<file path="src/rtl/frac_div_pkg.sv">
// Package: default division constants shared by the divider modules.
// Assumes LONG_PERIODS <= FRAME_PERIODS / 2, so long periods never run back to back.
package frac_div_pkg;
    localparam int DEF_BASE_DIV      = 305;  // short period length in input clocks
    localparam int DEF_LONG_PERIODS  = 45;   // long periods per frame
    localparam int DEF_FRAME_PERIODS = 256;  // output periods per frame
    localparam int DEF_RETIME_STAGES = 2;    // retiming flops on the outputs
endpackage

</file>
<file path="src/rtl/fdiv_prescaler.sv">
// Prescaler: counts input clocks modulo BASE_DIV or BASE_DIV+1, as chosen by long_sel.
// It flags the first and last count of each period and produces the raw divided clock,
// which is high for the first floor(M/2) counts of a period.
// Assumes long_sel changes only on a clock where wrap_o is high.
module fdiv_prescaler #(
    parameter int BASE_DIV = 305,
    parameter int CNT_W    = $clog2(BASE_DIV + 2)
) (
    input  logic clk,
    input  logic rst_n,
    input  logic en,
    input  logic long_sel,
    output logic wrap_o,
    output logic start_o,
    output logic clk_raw_o
);
    logic [CNT_W-1:0] cnt;
    logic [CNT_W-1:0] last_cnt;
    logic [CNT_W-1:0] half_cnt;

    // Last count and high-phase length for the current modulus.
    always_comb begin
        last_cnt = CNT_W'(BASE_DIV - 1) + CNT_W'(long_sel);
        half_cnt = (CNT_W'(BASE_DIV) + CNT_W'(long_sel)) >> 1;
    end

    // Period counter: advances while enabled and wraps at the last count.
    always_ff @(posedge clk) begin
        if (!rst_n)
            cnt <= '0;
        else if (en)
            cnt <= (cnt == last_cnt) ? '0 : cnt + 1'b1;
    end

    assign wrap_o    = en && (cnt == last_cnt);
    assign start_o   = en && (cnt == '0);
    assign clk_raw_o = (cnt < half_cnt);

    AST_CNT_IN_RANGE: assert property (@(posedge clk) disable iff (!rst_n)
        cnt <= last_cnt);
    AST_HOLD_WHEN_IDLE: assert property (@(posedge clk) disable iff (!rst_n)
        !en |=> $stable(cnt));
endmodule

</file>
<file path="src/rtl/fdiv_modctl.sv">
// Modulus controller: a look-ahead error accumulator that steps by LONG_PERIODS,
// modulo FRAME_PERIODS, once per prescaler wrap. The current period is long when
// the coming step will overflow, so FRAME_PERIODS periods hold exactly LONG_PERIODS long ones.
// Assumes wrap is a single-clock pulse at the last count of a period.
module fdiv_modctl #(
    parameter int LONG_PERIODS  = 45,
    parameter int FRAME_PERIODS = 256,
    parameter int ACC_W         = $clog2(FRAME_PERIODS),
    parameter int SUM_W         = ACC_W + 1
) (
    input  logic clk,
    input  logic rst_n,
    input  logic wrap,
    output logic long_sel_o
);
    logic [ACC_W-1:0] acc;
    logic [SUM_W-1:0] sum;
    logic             overflow;
    logic [SUM_W-1:0] acc_next;

    // Next accumulator value and its overflow, which marks the current period as long.
    always_comb begin
        sum      = {1'b0, acc} + SUM_W'(LONG_PERIODS);
        overflow = (sum >= SUM_W'(FRAME_PERIODS));
        acc_next = overflow ? (sum - SUM_W'(FRAME_PERIODS)) : sum;
    end

    // Error accumulator: steps once per completed output period.
    always_ff @(posedge clk) begin
        if (!rst_n)
            acc <= '0;
        else if (wrap)
            acc <= acc_next[ACC_W-1:0];
    end

    assign long_sel_o = overflow;

    AST_MOD_STABLE: assert property (@(posedge clk) disable iff (!rst_n)
        !wrap |=> $stable(long_sel_o));
    AST_NO_DOUBLE_LONG: assert property (@(posedge clk) disable iff (!rst_n)
        (wrap && long_sel_o) |=> !long_sel_o);
endmodule

</file>
<file path="src/rtl/fdiv_retime.sv">
// Retimer: a STAGES-deep register pipeline that cleans up the combinational outputs.
// All bits are delayed by the same amount, so they stay aligned. It clears on reset
// and shifts on every clock, whatever the enable.
module fdiv_retime #(
    parameter int WIDTH  = 2,
    parameter int STAGES = 2
) (
    input  logic             clk,
    input  logic             rst_n,
    input  logic [WIDTH-1:0] d,
    output logic [WIDTH-1:0] q
);
    logic [WIDTH-1:0] pipe [STAGES];

    for (genvar s = 0; s < STAGES; s++) begin : g_stage
        // One retiming stage.
        always_ff @(posedge clk) begin
            if (!rst_n)
                pipe[s] <= '0;
            else if (s == 0)
                pipe[s] <= d;
            else
                pipe[s] <= pipe[(s == 0) ? 0 : s - 1];
        end
    end

    assign q = pipe[STAGES-1];
endmodule

</file>
<file path="src/rtl/frac_clk_div.sv">
// Top: dual-modulus fractional clock divider. The prescaler divides by BASE_DIV or
// BASE_DIV+1, the controller picks the modulus per period, and the retimer registers
// the divided clock and the period strobe.
// Assumes a free-running input clock and a synchronous, active-low reset.
module frac_clk_div
    import frac_div_pkg::*;
#(
    parameter int BASE_DIV      = DEF_BASE_DIV,
    parameter int LONG_PERIODS  = DEF_LONG_PERIODS,
    parameter int FRAME_PERIODS = DEF_FRAME_PERIODS,
    parameter int RETIME_STAGES = DEF_RETIME_STAGES
) (
    input  logic clk,
    input  logic rst_n,
    input  logic enable,
    output logic div_clk_o,
    output logic period_stb_o
);
    localparam int CNT_W = $clog2(BASE_DIV + 2);
    localparam int ACC_W = $clog2(FRAME_PERIODS);

    logic       long_sel;
    logic       wrap;
    logic       start;
    logic       clk_raw;
    logic [1:0] retimed;

    fdiv_prescaler #(.BASE_DIV(BASE_DIV), .CNT_W(CNT_W)) u_prescaler (
        .clk      (clk),
        .rst_n    (rst_n),
        .en       (enable),
        .long_sel (long_sel),
        .wrap_o   (wrap),
        .start_o  (start),
        .clk_raw_o(clk_raw)
    );

    fdiv_modctl #(
        .LONG_PERIODS (LONG_PERIODS),
        .FRAME_PERIODS(FRAME_PERIODS),
        .ACC_W        (ACC_W)
    ) u_modctl (
        .clk       (clk),
        .rst_n     (rst_n),
        .wrap      (wrap),
        .long_sel_o(long_sel)
    );

    fdiv_retime #(.WIDTH(2), .STAGES(RETIME_STAGES)) u_retime (
        .clk  (clk),
        .rst_n(rst_n),
        .d    ({start, clk_raw}),
        .q    (retimed)
    );

    assign period_stb_o = retimed[1];
    assign div_clk_o    = retimed[0];

    AST_STROBE_IN_HIGH: assert property (@(posedge clk) disable iff (!rst_n)
        period_stb_o |-> div_clk_o);
    AST_STROBE_SINGLE: assert property (@(posedge clk) disable iff (!rst_n)
        period_stb_o |=> !period_stb_o);
endmodule

</file>
<file path="config.mk">
export PLATFORM = sky130hd
export DESIGN_NAME = frac_clk_div
export DESIGN_NICKNAME = d
export VERILOG_FILES = /design/src/rtl/frac_div_pkg.sv /design/src/rtl/fdiv_prescaler.sv /design/src/rtl/fdiv_modctl.sv /design/src/rtl/fdiv_retime.sv /design/src/rtl/frac_clk_div.sv
export SDC_FILE = /design/constraint.sdc
export NUM_CORES = 1
export LEC_CHECK = 0
export BUFFER_PORTS_ARGS = -buffer_cell sky130_fd_sc_hd__buf_4
export CAP_MARGIN = 0
export CORE_UTILIZATION = 50
export DETAILED_ROUTE_END_ITERATION = 16
export PLACE_DENSITY_LB_ADDON = 0.25
export SLEW_MARGIN = 20
export SYNTH_ARGS = -nofsm -noshare
export SYNTH_HDL_FRONTEND = slang
export SYNTH_SLANG_ARGS = --single-unit
</file>
<file path="constraint.sdc">
create_clock -name clk -period 2.4 [get_ports clk]
set_input_delay 0.72 -clock clk [delete_from_list [all_inputs] [get_ports clk]]
set_output_delay 0.72 -clock clk [all_outputs]
set_load 0.1 [all_outputs]
</file>
After elaboration in Yosys (flattened, before gate mapping)
Memory sizes are Yosys's and may differ from the RTL's.
Cells that the tools add are included.
{"block": "totals", "regBits": 17, "ramBits": 4, "out_inout_bits": 2, "wordCells": 22, "n_memories": 1}
{"memory": "u_retime.pipe", "depth": 2, "width": 2, "rd": 2, "rd_ports_with_merged_regs": 0, "wr": 2, "line_no": "fdiv_retime.sv:13", "text": "logic [WIDTH-1:0] pipe [STAGES];"}
{"block": "classes", "add_sub_neg": 5, "order_cmp": 2, "eq_ne": 1, "mux": 6, "n_bitwise": 2, "reduce_logical": 3}
{"op": "$add 9x1->9 const A", "n": 2}
{"op": "$add 8x6->9 const B", "n": 1}
{"op": "$add 9x1->9 const B", "n": 1}
{"op": "$eq 9x9->1", "n": 1}
{"op": "$ge 9x9->1 const B", "n": 1}
{"op": "$logic_not 9->1", "n": 1}
{"op": "$lt 9x8->1", "n": 1}
{"op": "$mux 9", "n": 1}
{"op": "$mux 8", "n": 1}
{"op": "$sub 8x1->8 const B", "n": 1}
{"op": "$mux 2", "n": 2}
{"op": "$logic_and 1x1->1", "n": 2}
{"op": "$mux 1", "n": 2}
{"op": "$or 1x1->1", "n": 2}

Depth between registers and ports, before layout
Gate-level depths: netlist of run 1.
{"block": "depth", "word_depth": 5, "depth_mapped": 9, "ltp_nobuf": 8}

By module
Synthesis of run 1 repeated with hierarchy kept, for this count alone.
{"block": "hier_totals", "hier_cells": 110, "hier_area_um2": 997.2}
{"module": "fdiv_prescaler", "n_inst": 1, "cells_per_inst": 56, "area_each_um2": 490.5, "seq_area_each_um2": 180.2}
{"module": "fdiv_modctl", "n_inst": 1, "cells_per_inst": 46, "area_each_um2": 401.6, "seq_area_each_um2": 160.2}
{"module": "fdiv_retime", "n_inst": 1, "cells_per_inst": 8, "area_each_um2": 105.1, "seq_area_each_um2": 80.1}

Worst setup path before layout of run 1
Ideal clock, no wire load.
{"block": "synth_timing", "path_kind": "flip-flop to flip-flop", "startpoint": "register u_modctl.acc[0]", "endpoint": "register u_modctl.acc[6]", "arrival_time_ns": 2.064, "setup_slack_ns": 0.266, "path_stages_with_launch": 10, "path_buffers": 1, "synth_period_minus_slack_ns": 2.134, "path_cell_list": "dfxtp_1 -> ha_1 -> or3_1 -> a21oi_1 -> nor2_1 -> ha_1 -> nand4_2 -> buf_6 -> or3_1 -> a21boi_1"}
{"block": "synth_between", "elab_chain_len": 5, "elab_cells_between_ends": 7, "classes_between": "add/sub: 3; order compare: 1; eq/ne: 1; mux: 1; reduce/logical: 1"}
{"item": "from (decl)", "line_no": "fdiv_modctl.sv:16", "text": "logic [ACC_W-1:0] acc;"}
{"item": "from (signal assigned)", "line_no": "fdiv_modctl.sv:33", "text": "acc <= acc_next[ACC_W-1:0];"}
{"item": "$add 8x6->9 *", "line_no": "fdiv_modctl.sv:23", "text": "sum = {1'b0, acc} + SUM_W'(LONG_PERIODS);"}
{"item": "$ge 9x9->1", "line_no": "fdiv_modctl.sv:24", "text": "overflow = (sum >= SUM_W'(FRAME_PERIODS));"}
{"item": "$add 9x1->9", "line_no": "fdiv_prescaler.sv:23", "text": "last_cnt = CNT_W'(BASE_DIV - 1) + CNT_W'(long_sel);"}
{"item": "$eq 9x9->1", "line_no": "fdiv_prescaler.sv:35", "text": "assign wrap_o = en && (cnt == last_cnt);"}
{"item": "$logic_and 1x1->1", "line_no": "fdiv_prescaler.sv:35"}
Mark *: on every way between the ends. The rest lies on a longest branch, timed or not.
A chain may end at the register's enable or synchronous reset.

Worst setup path in the final report of run 1
{"block": "layout_timing", "startpoint": "register u_modctl.acc[0]", "endpoint": "register u_modctl.acc[7]"}
The elaborated chain is that of the path after synthesis.

==> run metrics, run 1 <==
outcome=completed; HP Class=flip-flop to flip-flop; fmax=447 MHz; unique cell type count in the Yosys netlist=28; Tot GR Track Use=0.169; Post-DRT Antenna Nets=0; drt drc=0; synth warn=0; DP HPWL=1.07 mm; CTS H-tree lvls=1; most common cell after layout, fill and taps aside=dfxtp_1; routed vias/inst=5.28; Hold Slack=449 ps; gp weighted congestion=0.769; Synth Register Bits=21; Finish-stage setup viols=0; Synth Flop Type=dfxtp_1; global-route wire length before repair=2.51 mm; GR Overflow Total=0; starting density of the core=0.550; CTS clock-pin slew for the worst setup and hold paths=120 ps; Worst Path Required=2660 ps; Place WS=34.3 ps; PortBufs=4; Routed WL=1.55 mm; clock tree sinks=21; die height=46.0 um; worst vdd ir=518 uV; vias in the first global route=612; clk_skew=8.20 ps; Crit Path Category=flip-flop to flip-flop; synthesized instance count=104; Final min period=2240 ps; Pre-antenna DRT Iters=4; placed cell count=130; Worst Setup End Kind=flip-flop; initial DRC count=14; number of diodes=0; syn nets=111; Syn Area/Cell=9.32 sq um; worst skew pair latency=310 ps; Layout Cells excl Fill=135; fin crit share=0.932; clock root buffer=clkbuf_4; Die Wd=46.0 um; commonest non-fill, non-tap cells in the layout=dfxtp_1, nor2_1, nand2_1; Layout Nets=118; total power=0.583 mW; final setup margin=164 ps; Fill cells=168; Via Count=713; Area growth syn-to-layout=9.16%; CTS tree=yes; post-synthesis sequential area ratio=0.434; layout cells sized above 1=0.118; max-slew violations=0; Total Neg Setup Slack=0 ps; startpoint types=flip-flop; CP arrival=2490 ps; Worst-Margin Slew=300 ps; row cnt=15; crit path max fanout=12; FFs w/ async S/R, synth=0; TritonCTS Buffers=3; IO Pins=5; wire length per cell=11.5 um; Core Area=1760 sq um; Max-cap violations=0; Slew HR=0.799; Clock Tree Buf Depth=2; Cell Pwr Density=551 nW/um^2; mapped cell area=970 sq um; P_leak=0.409 nW; largest net degree at the start of global routing=15; RSZ-0062 raised after global routing=no; Final Hold Violating Endpoints=0; initial antenna violation count=0; die footprint=2120 sq um; Post-synth EDFFs=0
## per-stage QoR
step | cell area [sq um] | utilization
floorplan | 970 | -
global placement | 1010 | 0.573
detailed placement | 1010 | 0.573
CTS | 1040 | 0.589
global route | 1060 | 0.600
finish | 1060 | 0.600
## cell type report
class	count	area (sq um)	area share
Timing Repair Buffer	5	37.5	0.0355
Clock buffer	3	22.5	0.0213
Clock inverter	1	5.00	0.00473
Tap cell	25	31.3	0.0296
Multi-Input combinational cell	78	534	0.505
Sequential cell	21	420	0.397
Inverter	2	7.51	0.00709
## per-layer routing
metal / up-vias / global-route usage / part of all wire
met1: 328 / 0.196 / 0.50
met5: - / 0 / 0
met2: 6 / 0.287 / 0.46
met3: 4 / 0.0595 / 0.028
met4: 0 / 0.0529 / 0.015
li1: 375 / - / -
## critical path, stage by stage, from the launching register on
cell,delay [ps]
dfxtp_1,370
ha_1,240
or3_1,330
a21oi_2,170
nor2_1,60
ha_1,310
nand4_4,150
or3_1,390
a21boi_1,150
## worst paths after layout
path,startpoint,to,slack (ps),cells past startpoint
max reg2reg,u_modctl.acc[0],u_modctl.acc[7],160,8
min reg2reg,u_retime.pipe[0][1],u_retime.pipe[1][1],450,1
max,u_modctl.acc[0],u_modctl.acc[7],160,8
min,u_retime.pipe[0][1],u_retime.pipe[1][1],450,1
## kinds of logic (layout without fill, tap and decap cells)
| family | Yosys count | count (layout) | share of synthesized area |
|---|---|---|---|
| buf+inv | 5 | 11 | 0.0284 |
| mux | 4 | 4 | 0.0413 |
| simple gates | 45 | 45 | 0.257 |
| fa+ha+maj | 4 | 4 | 0.0516 |
| flops | 21 | 21 | 0.434 |
| xor+xnor | 9 | 9 | 0.0813 |
| compound gates | 16 | 16 | 0.107 |
## power by group
group	internal, mW	switching [mW]
Sequential	0.356	0.00606
Clock	0.0624	0.113
Combinational	0.0163	0.0293
Total	0.435	0.149
## synth_stat cells, types with 3 or more instances
library cell  instances  share of area
dfxtp_1              21           0.43
nor2_1               13          0.050
nand2_1               9          0.035
or3_1                 6          0.039
xnor2_1               6          0.054
o21ai_0               5          0.026
a21oi_1               4          0.021
ha_1                  4          0.052
mux2i_1               4          0.041
nor3_1                4          0.021
and2_1                3          0.019
nand2b_1              3          0.019
xor2_1                3          0.027
## state kept, by name, indices dropped and copies added (netlist names)
signal           cells
u_modctl.acc         8
u_prescaler.cnt      9
u_retime.pipe        4
## repair_timing
item / in CTS / in global routing
setup buffers: 0 / 1
hold buffers: 0 / 0
endpoints found under the setup margin: 0 / 15
resized for setup: 0 / 2
Note: power is estimated with default switching activity, not from simulation.
==> inputs of run 2 (changes only) <==
--- a/config.mk
+++ b/config.mk
@@ -7,6 +7,7 @@
 export LEC_CHECK = 0
 export BUFFER_PORTS_ARGS = -buffer_cell sky130_fd_sc_hd__buf_4
 export CAP_MARGIN = 0
+export CORE_MARGIN = 2
 export CORE_UTILIZATION = 50
 export DETAILED_ROUTE_END_ITERATION = 16
 export PLACE_DENSITY_LB_ADDON = 0.25
==> run 2 against run 1 <==
Compared with the run above:
- final cell count increased by 0.74%
- sequential share of layout area down 0.32 points
- via count increased by 3.4%
- core utilization rose by 0.21 points
- worst hold slack worse by 4.7 ps
- register-to-register slack worse by 100 ps
- critical path type unchanged
- die area increased by 8.9%
- fmax is 4.5% lower
- critical path depth unchanged
- worst setup slack got worse by 100 ps
- wire length rose by 11%
==> run metrics, run 2 (synthesis results as in run 1) <==
initial DRC count=22 (+8); Layout Nets=119 (+0.85%); clock tree sinks=21 (unchanged); HP Class=flip-flop to flip-flop; max-slew violations=0 (unchanged); fmax=427 MHz (-4.5%); vias in the first global route=583 (-4.7%); Total Neg Setup Slack=0 ps (unchanged); largest net degree at the start of global routing=15 (unchanged); starting density of the core=0.544 (-0.00579); Core Area=1780 sq um (+1.1%); PortBufs=4 (unchanged); initial antenna violation count=0 (unchanged); Post-DRT Antenna Nets=0 (unchanged); DP HPWL=1.04 mm (-2.8%); final setup margin=59.3 ps (-104 ps); row cnt=15 (unchanged); fin crit share=0.975 (+0.0435); worst skew pair latency=300 ps (about the same); Final min period=2340 ps (+104 ps); Cell Pwr Density=538 nW/um^2 (-2.3%); Final Hold Violating Endpoints=0 (unchanged); Hold Slack=445 ps (-4.67 ps); Worst-Margin Slew=388 ps (+87.9 ps); CTS tree=yes; layout cells sized above 1=0.144 (+0.0260); largest registers=u_prescaler.cnt: 9 flops, u_modctl.acc: 8 flops, u_retime.pipe: 4 flops; fin area=1070 sq um (+1.4%); Finish-stage setup viols=0 (unchanged); Via Count=737 (+3.4%); Reg2Reg Depth=8 (unchanged); hold depth=1 (unchanged); Tot GR Track Use=0.159 (-0.00998); placed cell count=130 (unchanged); HP Start=u_retime.pipe[0][1]; Worst Path Required=2630 ps (-30 ps); Area growth syn-to-layout=10.7%; Die Wd=48.0 um (+4.3%); register-to-register setup slack=60 ps (-100 ps); CP arrival=2570 ps (+80 ps); Clock Tree Buf Depth=2 (unchanged); Max-cap violations=0 (unchanged); total power=0.578 mW (-0.90%); gp weighted congestion=0.827 (+7.5%); Routed WL=1.72 mm (+11%); CTS H-tree lvls=1 (unchanged); Top reg by flops=u_prescaler.cnt; Worst Setup End Kind=flip-flop; clock root buffer=clkbuf_4; Pre-antenna DRT Iters=4 (unchanged); routed vias/inst=5.42 (+2.6%); GR Overflow Total=0 (unchanged); worst vdd ir=392 uV (-24%); startpoint types=flip-flop; max reg flops=9 (unchanged); die height=48.0 um (+4.3%); hold_buf cts=0 (unchanged); most common cell after layout, fill and taps aside=dfxtp_1; reg2reg end=u_modctl.acc[2]; clk_skew=5.57 ps (-2.63 ps); commonest non-fill, non-tap cells in the layout=dfxtp_1, nor2_1, nand2_1; P_leak=0.411 nW (+0.58%); global-route wire length before repair=2.56 mm (+1.9%); CTS clock-pin slew for the worst setup and hold paths=120 ps (about the same); Layout Cells excl Fill=136 (+0.74%); number of diodes=0 (unchanged); Slew HR=0.739 (-0.0601); worst flop-to-flop path startpoint=u_modctl.acc[0]; Crit Path Category=flip-flop to flip-flop; Place WS=5.80 ps (-28.5 ps); die footprint=2310 sq um (+8.9%); crit path max fanout=7 (-5); placed instance area=1010 sq um (unchanged); drt drc=0 (unchanged); TritonCTS Buffers=3 (unchanged); hold endpoint=u_retime.pipe[1][1]; wire length per cell=12.7 um (+10%); IO Pins=5 (unchanged); final core utilization=0.602 (+0.00211); outcome=completed
[run 2: routing by layer]
metal  up-vias  global-route usage  share of wire
met4         0              0.0486          0.016
met5         -                   0              0
met1       345               0.210           0.51
met2         9               0.259           0.45
met3         4              0.0340          0.025
li1        379                   -              -
[run 2: worst max-delay path: stages (launching register included)]
cell and delay (ps):
dfxtp_2 370, ha_1 230, or3_1 350, a21oi_2 200
nor2_1 70, ha_1 370, nand4_4 150, or3_1 340
a21boi_0 200
[run 2: area by class of cell]
cell class / count / area (sq um)
sequential: 21 / 423
inverter: 2 / 7.51
clock inverter: 1 / 5.00
timing repair buffer: 5 / 37.5
tap: 25 / 31.3
fill: 160 / 709
multi-input combinational: 79 / 547
clock buffer: 3 / 22.5
[run 2: repair_timing]
| item | in CTS | in global routing |
|---|---|---|
| buffers inserted | 0 | 1 |
| pin swaps | 0 | 2 |
| hold endpoints to repair | 0 | 0 |
| cloned | 0 | 1 |
| resized for setup | 1 | 4 |
| endpoints found under the setup margin | 3 | 15 |
[run 2: power breakdown]
group | leakage [nW] | total (mW) | switching, mW | internal [mW]
clock network | 0.0177 | 0.169 | 0.107 | 0.0620
registers | 0.172 | 0.362 | 0.00573 | 0.356
logic | 0.222 | 0.0477 | 0.0311 | 0.0167
total | 0.411 | 0.578 | 0.143 | 0.435
[run 2: how the worst max path moves through the flow]
stage                    startpoint         endpoint  slack (ps)  cells after the start
finish              u_modctl.acc[0]  u_modctl.acc[2]          60                      8
global route        u_modctl.acc[0]  u_modctl.acc[7]         -30                      8
CTS                 u_modctl.acc[0]  u_modctl.acc[7]          60                      8
detailed placement  u_modctl.acc[0]  u_modctl.acc[7]           6                      8
global placement    u_modctl.acc[0]  u_modctl.acc[7]         110                      8
floorplan           u_modctl.acc[0]  u_modctl.acc[6]         270                      9
